**config.mk**
```make
export PLATFORM = sky130hd
export DESIGN_NAME = sar_seq_top
export DESIGN_NICKNAME = d
export VERILOG_FILES = /design/src/rtl/sar_seq_pkg.sv /design/src/rtl/sar_seq_tadcnt.sv /design/src/rtl/sar_seq_sar.sv /design/src/rtl/sar_seq_fsm.sv /design/src/rtl/sar_seq_top.sv
export SDC_FILE = /design/constraint.sdc
export NUM_CORES = 1
export LEC_CHECK = 0
export CORE_MARGIN = 3
export CORE_UTILIZATION = 54
export DETAILED_ROUTE_END_ITERATION = 10
export GPL_TIMING_DRIVEN = 0
export PLACE_DENSITY = 0.85
export SETUP_SLACK_MARGIN = 0.4
export SYNTH_ARGS = -nofsm -noshare
export SYNTH_HDL_FRONTEND = slang
export SYNTH_HIERARCHICAL = 1
export SYNTH_SLANG_ARGS = --single-unit
```
**constraint.sdc**
```tcl
create_clock -name clk -period 2.3 [get_ports clk]
set_input_delay 0.46 -clock clk [delete_from_list [all_inputs] [get_ports clk]]
set_output_delay 0.46 -clock clk [all_outputs]
set_load 0.01 [all_outputs]
```
**src/rtl/sar_seq_pkg.sv**
```systemverilog
package sar_seq_pkg;

  typedef enum logic [2:0] {
    ST_OFF,
    ST_SETTLE,
    ST_IDLE,
    ST_ACQ,
    ST_CONV,
    ST_DONE,
    ST_REC
  } seq_state_t;

  localparam int ACQ_CODE_W = 3;

  // Acquisition code to tick count: steps of 2 up to 8, then steps of 4.
  function automatic int acq_tads(input logic [ACQ_CODE_W-1:0] code);
    if (code < 3'd4) return 2 * int'(code);
    else return 4 * (int'(code) - 2);
  endfunction

endpackage

```
**src/rtl/sar_seq_tadcnt.sv**
```systemverilog
module sar_seq_tadcnt #(
  parameter int CNT_W = 5
) (
  input  logic             clk,
  input  logic             rst,
  input  logic             load,
  input  logic [CNT_W-1:0] load_val,
  input  logic             tick,
  output logic             expire
);

  logic [CNT_W-1:0] cnt_q;

  always_ff @(posedge clk) begin
    if (rst) cnt_q <= '0;
    else if (load) cnt_q <= load_val;
    else if (tick && (cnt_q != '0)) cnt_q <= cnt_q - 1'b1;
  end

  // Last tick of the loaded window.
  assign expire = tick && (cnt_q == CNT_W'(1));

endmodule

```
**src/rtl/sar_seq_sar.sv**
```systemverilog
module sar_seq_sar #(
  parameter int N = 12
) (
  input  logic         clk,
  input  logic         rst,
  input  logic         clear,
  input  logic         start,
  input  logic         step,
  input  logic         cmp_in,
  output logic [N-1:0] code,
  output logic         armed,
  output logic         on_lsb
);

  localparam logic [N-1:0] MSB_ONLY = {1'b1, {(N-1){1'b0}}};

  logic [N-1:0] code_q;
  logic [N-1:0] sel_q;   // one-hot pointer to the bit under test

  always_ff @(posedge clk) begin
    if (rst || clear) begin
      code_q <= '0;
      sel_q  <= '0;
    end else if (start) begin
      code_q <= MSB_ONLY;
      sel_q  <= MSB_ONLY;
    end else if (step) begin
      code_q <= (cmp_in ? code_q : (code_q & ~sel_q)) | (sel_q >> 1);
      sel_q  <= sel_q >> 1;
    end
  end

  assign code   = code_q;
  assign armed  = |sel_q;
  assign on_lsb = sel_q[0];

endmodule

```
**src/rtl/sar_seq_fsm.sv**
```systemverilog
module sar_seq_fsm
  import sar_seq_pkg::*;
#(
  parameter int CNT_W       = 5,
  parameter int SETTLE_TADS = 3,
  parameter int REC_TADS    = 2
) (
  input  logic                  clk,
  input  logic                  rst,
  input  logic                  en,
  input  logic                  go,
  input  logic [ACQ_CODE_W-1:0] acq_code,
  input  logic                  tick,
  input  logic                  cnt_expire,
  input  logic                  sar_armed,
  input  logic                  sar_on_lsb,
  output seq_state_t            state,
  output logic                  cnt_load,
  output logic [CNT_W-1:0]      cnt_val,
  output logic                  sar_start,
  output logic                  sar_step,
  output logic                  sar_clear
);

  seq_state_t st_d;

  always_comb begin
    st_d      = state;
    cnt_load  = 1'b0;
    cnt_val   = '0;
    sar_start = 1'b0;
    sar_step  = 1'b0;
    sar_clear = 1'b0;
    if (!en) begin
      st_d      = ST_OFF;
      sar_clear = 1'b1;
    end else begin
      unique case (state)
        ST_OFF: begin
          st_d     = ST_SETTLE;
          cnt_load = 1'b1;
          cnt_val  = CNT_W'(SETTLE_TADS);
        end
        ST_SETTLE: if (cnt_expire) st_d = ST_IDLE;
        ST_IDLE: begin
          if (go) begin
            if (acq_tads(acq_code) == 0) begin
              st_d = ST_CONV;
            end else begin
              st_d     = ST_ACQ;
              cnt_load = 1'b1;
              cnt_val  = CNT_W'(acq_tads(acq_code));
            end
          end
        end
        ST_ACQ: begin
          if (!go) begin
            st_d     = ST_REC;
            cnt_load = 1'b1;
            cnt_val  = CNT_W'(REC_TADS);
          end else if (cnt_expire) begin
            st_d = ST_CONV;
          end
        end
        ST_CONV: begin
          if (!go) begin
            st_d      = ST_REC;
            cnt_load  = 1'b1;
            cnt_val   = CNT_W'(REC_TADS);
            sar_clear = 1'b1;
          end else if (tick) begin
            if (!sar_armed) begin
              sar_start = 1'b1;
            end else begin
              sar_step = 1'b1;
              if (sar_on_lsb) st_d = ST_DONE;
            end
          end
        end
        ST_DONE: begin
          st_d      = ST_REC;
          cnt_load  = 1'b1;
          cnt_val   = CNT_W'(REC_TADS);
          sar_clear = 1'b1;
        end
        ST_REC: if (cnt_expire) st_d = ST_IDLE;
        default: st_d = ST_OFF;
      endcase
    end
  end

  always_ff @(posedge clk) begin
    if (rst) state <= ST_OFF;
    else state <= st_d;
  end

endmodule

```
**src/rtl/sar_seq_top.sv**
```systemverilog
module sar_seq_top
  import sar_seq_pkg::*;
#(
  parameter int RES_BITS    = 12,
  parameter int SETTLE_TADS = 3,
  parameter int REC_TADS    = 2
) (
  input  logic                  clk,
  input  logic                  rst,
  input  logic                  ctrl_wr,
  input  logic                  ctrl_en,
  input  logic                  ctrl_go,
  input  logic [ACQ_CODE_W-1:0] ctrl_acq,
  input  logic                  res_wr,
  input  logic [RES_BITS-1:0]   res_wdata,
  input  logic                  flag_clr,
  input  logic                  tad_tick,
  input  logic                  cmp_in,
  output logic                  go_busy,
  output logic                  done_flag,
  output logic [RES_BITS-1:0]   result,
  output logic [RES_BITS-1:0]   dac_code,
  output logic                  sample_on,
  output logic                  discharge_on
);

  localparam int ACQ_MAX  = acq_tads({ACQ_CODE_W{1'b1}});
  localparam int WAIT_A   = (SETTLE_TADS > ACQ_MAX) ? SETTLE_TADS : ACQ_MAX;
  localparam int WAIT_MAX = (REC_TADS > WAIT_A) ? REC_TADS : WAIT_A;
  localparam int CNT_W    = $clog2(WAIT_MAX + 1);

  logic                  en_q;
  logic                  go_q;
  logic                  flag_q;
  logic [ACQ_CODE_W-1:0] acq_q;
  logic [RES_BITS-1:0]   result_q;

  seq_state_t            st;
  logic                  cnt_load;
  logic [CNT_W-1:0]      cnt_val;
  logic                  cnt_expire;
  logic                  sar_start;
  logic                  sar_step;
  logic                  sar_clear;
  logic [RES_BITS-1:0]   sar_code;
  logic                  sar_armed;
  logic                  sar_on_lsb;
  logic                  conv_busy;
  logic                  go_ok;
  logic                  finishing;

  assign conv_busy = (st == ST_ACQ) || (st == ST_CONV) || (st == ST_DONE);
  assign go_ok     = en_q && (st != ST_OFF) && (st != ST_SETTLE);
  assign finishing = (st == ST_DONE);

  always_ff @(posedge clk) begin
    if (rst) begin
      en_q     <= 1'b0;
      go_q     <= 1'b0;
      flag_q   <= 1'b0;
      acq_q    <= '0;
      result_q <= '0;
    end else begin
      if (ctrl_wr) begin
        en_q  <= ctrl_en;
        acq_q <= ctrl_acq;
      end
      if (finishing) go_q <= 1'b0;
      else if (ctrl_wr) go_q <= ctrl_en && ctrl_go && go_ok;
      if (finishing) result_q <= sar_code;
      else if (res_wr && !conv_busy) result_q <= res_wdata;
      if (finishing) flag_q <= 1'b1;
      else if (flag_clr) flag_q <= 1'b0;
    end
  end

  sar_seq_fsm #(
    .CNT_W      (CNT_W),
    .SETTLE_TADS(SETTLE_TADS),
    .REC_TADS   (REC_TADS)
  ) u_fsm (
    .clk       (clk),
    .rst       (rst),
    .en        (en_q),
    .go        (go_q),
    .acq_code  (acq_q),
    .tick      (tad_tick),
    .cnt_expire(cnt_expire),
    .sar_armed (sar_armed),
    .sar_on_lsb(sar_on_lsb),
    .state     (st),
    .cnt_load  (cnt_load),
    .cnt_val   (cnt_val),
    .sar_start (sar_start),
    .sar_step  (sar_step),
    .sar_clear (sar_clear)
  );

  sar_seq_tadcnt #(.CNT_W(CNT_W)) u_cnt (
    .clk     (clk),
    .rst     (rst),
    .load    (cnt_load),
    .load_val(cnt_val),
    .tick    (tad_tick),
    .expire  (cnt_expire)
  );

  sar_seq_sar #(.N(RES_BITS)) u_sar (
    .clk   (clk),
    .rst   (rst),
    .clear (sar_clear),
    .start (sar_start),
    .step  (sar_step),
    .cmp_in(cmp_in),
    .code  (sar_code),
    .armed (sar_armed),
    .on_lsb(sar_on_lsb)
  );

  assign go_busy      = go_q;
  assign done_flag    = flag_q;
  assign result       = result_q;
  assign dac_code     = (st == ST_CONV) ? sar_code : '0;
  assign sample_on    = (st == ST_IDLE) || (st == ST_ACQ);
  assign discharge_on = (st == ST_REC);

endmodule

```
==> out/metrics.yaml, run 1 <==
sta:
  worst_slack_ns: 0.222
  min_period_ns: 2.08
  fin_skew_ns: 0.00999
  finalCritPeriodShare_pct: 90.3
  slew_viol_final: 0
  fin_setup_tns_ns: 0
  hold_viol: 0
  max_freq_mhz: 481
  setup_viol: 0
  slew_headroom_pct: 65.6
  rsz0062_at_grt: "true"
  worstMarginPinSlew_ns: 0.515
finish:
  design_area_sq_um: 4170
  antenna-diode-count: 0
  nNetsFinal: 478
  drive_above_1_share_pct: 25.6
  fin_util_pct: 74.3
  syn_to_final_growth_pct: 31.4
  num-fill-cells: 374
synthesis:
  ys_async_sr_fraction_pct: 0
  ys_types: 56
  yosys.area_share.simple_pct: 30.8
  synth_compound_area_share_pct: 26.9
  synth_nets: 405
  synth-seq-cells: 50
  synth_top_area_cell: "dfxtp_1"
  yosys-top-cells-count: "dfxtp_1, a21oi_1, inv_1, nand3_1, nand2b_1"
  yosysWarnings: 6
  synth_top_family_by_area: "simple AND/OR/NAND/NOR gates"
  synthTopCellsByArea: "dfxtp_1, a311oi_2, a21oi_1"
  synth.avg_cell_area_sq_um: 8.37
  yosys.area_share.adder_pct: 0.789
  synth_edf_count: 0
  synthMuxAreaShare_pct: 1.89
  synth_most_common_cell: "dfxtp_1"
  synthCells: 379
  syn-cell-area_sq_um: 3170
  ys.flop_type: "dfxtp_1"
  synthXorXnorAreaFrac_pct: 0
  synth_top_area_share_pct: 31.6
  seq_area_frac_synth_pct: 31.6
setup_path:
  critPathMaxStageDelay_ns: 0.36
  critPathKind: "reg -> out"
  worst_ep_arrival_time_ns: 1.62
  critPathBufInv: 5
  cp_slowest_cell: "dfxtp_4"
  crit_family: "buffers and inverters"
  worst_setup_path_end_kind: "output pin"
  critPathMostFrequentCell: "buf_6"
  startpoint_type: "flip-flop"
  worst-endpoint-required_ns: 1.84
  reg2reg_slack_ns: 0.30
  path_max_fanout: 5
  crit_path_cell_trace: "buf_6 -> nor3b_4 -> buf_6 -> buf_6 -> buf_6 -> and2_4 -> buf_6"
detailed_routing:
  wl_um: 10300
  routed_via_density: 6.55
  num_vias: 3437
  post-route-drc-count: 0
  postRouteAntennaNets: 0
  wl_per_cell_um: 19.5
  first_pass_iters: 8
  drt-initial-drc-count: 513
clock_tree:
  root_buffer: "clkbuf_8"
  h-tree-depth: 2
  cts_sinks: 50
  clock_latency_ns: 0.32
  cts_buffers: 5
  ctsHoldBuffers: 0
  clk_pin_slew_ns: 0.10
  cts_tree: "done"
  cts_buffer_depth: 2
place:
  gp_congestion: 0.942
  dp_hpwl_um: 6120
  numPortBuffers: 49
  place_ws_ns: -0.314
  placed_area_sq_um: 3750
floorplan:
  die_y_um: 82.6
  die_area_sq_um: 6830
  placement_rows: 27
  io_pins: 52
  initial_core_util_pct: 56.6
  die_w_um: 82.6
  core_area_sq_um: 5610
power_and_ir_drop:
  leakage_uw: 0.00152
  p_sw_uw: 535
  power_uw: 1930
  ir_worst_vdd_uv: 339
  seqPwrFrac_pct: 48.0
  power.internal_uw: 1400
  power.share.switching_pct: 27.7
  clock_power_share_pct: 34.4
  comb_power_share_pct: 17.6
  p_per_area_nw_per_um2: 464
global_route:
  grt_max_degree: 18
  antenna_found_initial: 0
  grt_pass1_wl_um: 15000
  grt_pass1_vias: 3054
  grt_usage_pct: 28.5
  overflow: 0
run_status:
  outcome: "completed"
flow_run:
  drv_cap: 0
min_path:
  hold_class: "reg -> reg"
[worst paths after layout]
kind	startpoint	end	depth (start not counted)
min reg2reg	done_flag	done_flag	2
min	done_flag	done_flag	2
max	u_fsm/state[1]	dac_code[1]	7
max reg2reg	u_fsm/state[1]	u_sar/code[9]	8
[cells in the final DEF (no fill, tap or decap), drive strengths merged, types with 2 or more instances in the layout]
cell / n
and4b: 2
a311oi: 24
a211o: 12
clkbuf: 12
nor2b: 8
nor2: 16
mux2i: 6
dfxtp: 50
o21ai: 17
nand2: 17
nor3b: 2
nand3b: 14
nand3: 20
nor4b: 2
nor4bb: 2
ha: 2
nor3: 16
o211ai: 2
a211oi: 2
and2: 14
nor4: 3
buf: 57
or3: 2
clkdlybuf4s50: 33
nand2b: 19
a21oi: 41
or3b: 12
inv: 22
and2b: 2
[logic make-up after synthesis]
| kind of cell | Yosys count |
|---|---|
| AO/OA/AOI/OAI | 110 |
| AND/OR/NAND/NOR | 158 |
| flip-flops | 50 |
| multiplexers | 6 |
| buffers and inverters | 53 |
| adder cells (fa/ha/maj) | 2 |
[final cells by class]
type	count	area [sq um]	area share, %
multi-input combinational	276	1980	47.6
buffer	33	263	6.31
sequential	50	1010	24.3
clock inverter	3	47.5	1.14
clock buffer	5	68.8	1.65
inverter	20	75.1	1.80
timing repair buffer	66	628	15.1
tap	72	90.1	2.16
[state kept, by name, summed over array words and instances (netlist names)]
register     flops
go_busy          1
result          12
en_q             1
u_sar/code      12
acq_q            3
u_sar/sel_q     12
u_cnt/cnt_q      5
done_flag        1
u_fsm/state      3
[tightest hold or removal path: cells and delay by family (launching register included)]
family | cells | cell delay [ns]
AND/OR/NAND/NOR | 1 | 0.07
AO/OA/AOI/OAI | 1 | 0.06
flip-flops | 1 | 0.33
[repair_timing]
| action | CTS | global route |
|---|---|---|
| setup endpoints to repair | 52 | 44 |
| endpoints found under the hold margin | 0 | 0 |
| pin swaps | 7 | 4 |
| resized for setup | 110 | 25 |
| gates cloned | 1 | 0 |
| setup buffers | 16 | 0 |
[routing by layer]
layer | track usage [%] | vias up | share of wire [%]
met2 | 47.1 | 265 | 47
met1 | 35.7 | 1580 | 40
li1 | - | 1543 | -
met3 | 6.40 | 49 | 9.3
met4 | 11.6 | 0 | 3.7
met5 | 0 | - | 0
[power groups by stage]
stage          registers [uW]  clock network, uW  logic (uW)
2_1_floorplan             949                  0         196
3_3_place_gp              948                  0         304
3_5_place_dp              950                  0         314
4_1_cts                   926                668         324
5_1_grt                   934                701         364
6_report                  929                665         340
[through the flow]
| step | hold slack [ns] | instances |
|---|---|---|
| 6_report | 0.494 | 525 |
| 5_1_grt | 0.512 | 525 |
| 4_1_cts | 0.499 | 525 |
| 3_5_place_dp | 0.482 | 500 |
| 3_3_place_gp | 0.461 | 500 |
| 2_1_floorplan | 0.456 | 379 |
(Power assumes the default switching activity.)
==> run 2: changes to the inputs <==
- ABC_CLOCK_PERIOD_IN_PS: unset -> 2300
- GPL_TIMING_DRIVEN: 0 -> 1
==> run 2 against run 1 <==
Against the previous run:
- fmax is 5.4% higher
- critical path type unchanged
- worst hold slack better by 0.012 ns
- cell count is 4.8% lower
- global-route usage is 2.7 points lower
- sequential cell count stayed put
- worst setup slack better by 0.11 ns
- non-clock buffer count is 25 lower
- sequential power hardly changed
- die area stayed put
==> out/metrics.yaml, run 2 (synthesized netlist as in run 1, its figures left out) <==
run_status:
  outcome: "completed"
detailed_routing:
  wl_per_cell_um: 18.6  # -4.9%
  routed_via_density: 6.42  # -1.9%
  num_vias: 3212  # -6.5%
  postRouteAntennaNets: 0  # unchanged
  wl_um: 9290  # -9.5%
  first_pass_iters: 5  # -3
  drt-initial-drc-count: 356  # -31%
  post-route-drc-count: 0  # unchanged
place:
  placed_area_sq_um: 3740  # -0.40%
  numPortBuffers: 51  # +4.1%
  place_ws_ns: 0.224  # +0.538 ns
  gp_congestion: 0.810  # -14%
  dp_hpwl_um: 5650  # -7.7%
global_route:
  use_met1_pct: 34.1  # -1.6 points
  use_met3_pct: 4.66  # -1.7 points
  grt_pass1_wl_um: 13800  # -8.2%
  antenna_found_initial: 0  # unchanged
  met2_usage_pct: 41.6  # -5.5 points
  grt_pass1_vias: 2843  # -6.9%
  grt_max_degree: 38  # +20
  grt_busiest_layer: "met2"
  overflow: 0  # unchanged
  grt_usage_pct: 25.8  # -2.7 points
sta:
  min_period_ns: 1.97  # -0.106 ns
  setup_viol: 0  # unchanged
  fin_skew_ns: 0.00598  # -0.00401 ns
  fin_setup_tns_ns: 0  # unchanged
  slew_viol_final: 0  # unchanged
  worst_slack_ns: 0.328  # +0.106 ns
  finalCritPeriodShare_pct: 85.7  # -4.6 points
  worstMarginPinSlew_ns: 0.460  # -0.0557 ns
  hold_viol: 0  # unchanged
  slew_headroom_pct: 68.9  # +3.3 points
  rsz0062_at_grt: "true"
  max_freq_mhz: 507  # +5.4%
setup_path:
  worst-endpoint-required_ns: 1.84  # about the same
  reg2reg_slack_ns: 0.49  # +0.19 ns
  crit_family: "simple AND/OR/NAND/NOR gates"
  startpoint_type: "flip-flop"
  crit_start: "u_fsm/state[1]"
  worst_ep_arrival_time_ns: 1.51  # -0.11 ns
  cp_slowest_cell: "dfxtp_4"
  worst_setup_path_end_kind: "output pin"
  r2r-start: "u_fsm/state[2]"
  critPathBufInv: 2  # -3
  crit_path_cell_trace: "nor3b_4 -> clkbuf_16 -> and2_4 -> buf_6"
  critPathKind: "reg -> out"
  path_max_fanout: 7  # +2
  critPathMaxStageDelay_ns: 0.39  # +0.03 ns
power_and_ir_drop:
  power_uw: 2020  # +4.3%
  p_per_area_nw_per_um2: 491  # +5.7%
  ir_worst_vdd_uv: 490  # +44%
  leakage_uw: 0.00143  # -5.8%
finish:
  antenna-diode-count: 0  # unchanged
  design_area_sq_um: 4110  # -1.4%
  fin_util_pct: 73.3  # -1.0 points
  drive_above_1_share_pct: 22.0  # -3.6 points
  num-fill-cells: 375  # +0.27%
  nNetsFinal: 453  # -5.2%
  layout_common_cells: "dfxtp_1, a21oi_1, clkdlybuf4s50_1"
  syn_to_final_growth_pct: 29.6
  mostFrequentLayoutCell: "dfxtp_1"
min_path:
  hold_class: "reg -> reg"
  min-delay-start: "u_sar/code[11]"
clock_tree:
  h-tree-depth: 2  # unchanged
  cts_tree: "done"
  root_buffer: "clkbuf_8"
  cts_buffers: 5  # unchanged
  cts_sinks: 50  # unchanged
  cts_buffer_depth: 2  # unchanged
  clk_pin_slew_ns: 0.09  # about the same
  clock_latency_ns: 0.31  # about the same
floorplan:
  io_pins: 52  # unchanged
  die_y_um: 82.6  # unchanged
  die_w_um: 82.6  # unchanged
  placement_rows: 27  # unchanged
  initial_core_util_pct: 56.6  # unchanged
  core_area_sq_um: 5610  # unchanged
  die_area_sq_um: 6830  # unchanged
flow_run:
  drv_cap: 0  # unchanged
-- run 2: cell count changes in the layout (fill, tap and decap cells not counted), sizes merged --
cell	before	now
clkdlybuf4s15	0	1
clkdlybuf4s50	33	37
dlymetal6s2s	1	0
inv	22	20
bufinv	1	2
buf	57	32
bufbuf	0	1
clkbuf	12	7
clkinv	0	1
-- run 2: worst paths after layout --
check	cells after the start	endpoint
worst max-delay path	4	dac_code[0]
worst min register to register	2	u_sar/code[11]
worst max register to register	5	result[10]
worst min-delay path	2	u_sar/code[11]
-- run 2: per-stage QoR --
stage	hold slack [ns]	cells
2_1_floorplan	0.456	379
3_3_place_gp	0.460	485
3_5_place_dp	0.479	485
4_1_cts	0.496	497
5_1_grt	0.520	500
6_report	0.506	500
-- run 2: layer usage --
| layer | routed length (um) | share of wire [%] |
|---|---|---|
| met4 | 214 | 2.3 |
| met5 | 0 | 0 |
| met1 | 3850 | 41 |
| met3 | 700 | 7.5 |
| met2 | 4520 | 49 |
-- run 2: timing repair --
item,in CTS,in global routing
endpoints found under the setup margin,49,42
gates cloned,2,2
resized for setup,35,63
pin swaps,1,3
buffers inserted,2,1
hold buffers,0,0
-- run 2: final cells by class --
type / count / area, sq um / area share, %
clock buffers: 5 / 68.8 / 1.67
clock inverters: 3 / 68.8 / 1.67
inverters: 20 / 75.1 / 1.83
multi-input cells: 276 / 1980 / 48.1
flip-flops and latches: 50 / 1010 / 24.6
well taps: 72 / 90.1 / 2.19
repair buffers: 74 / 821 / 20.0
-- run 2: report_power, final --
group	internal, uW	switching (uW)
Combinational	173	158
Sequential	895	37.1
Clock	436	318
Total	1500	513
-- run 2: worst reg2reg max path: stages (launching register included) --
cell	delay (ns)
dfxtp_2	0.38
buf_6	0.17
buf_4	0.32
and2b_1	0.37
o21ai_0	0.31
a311oi_2	0.14
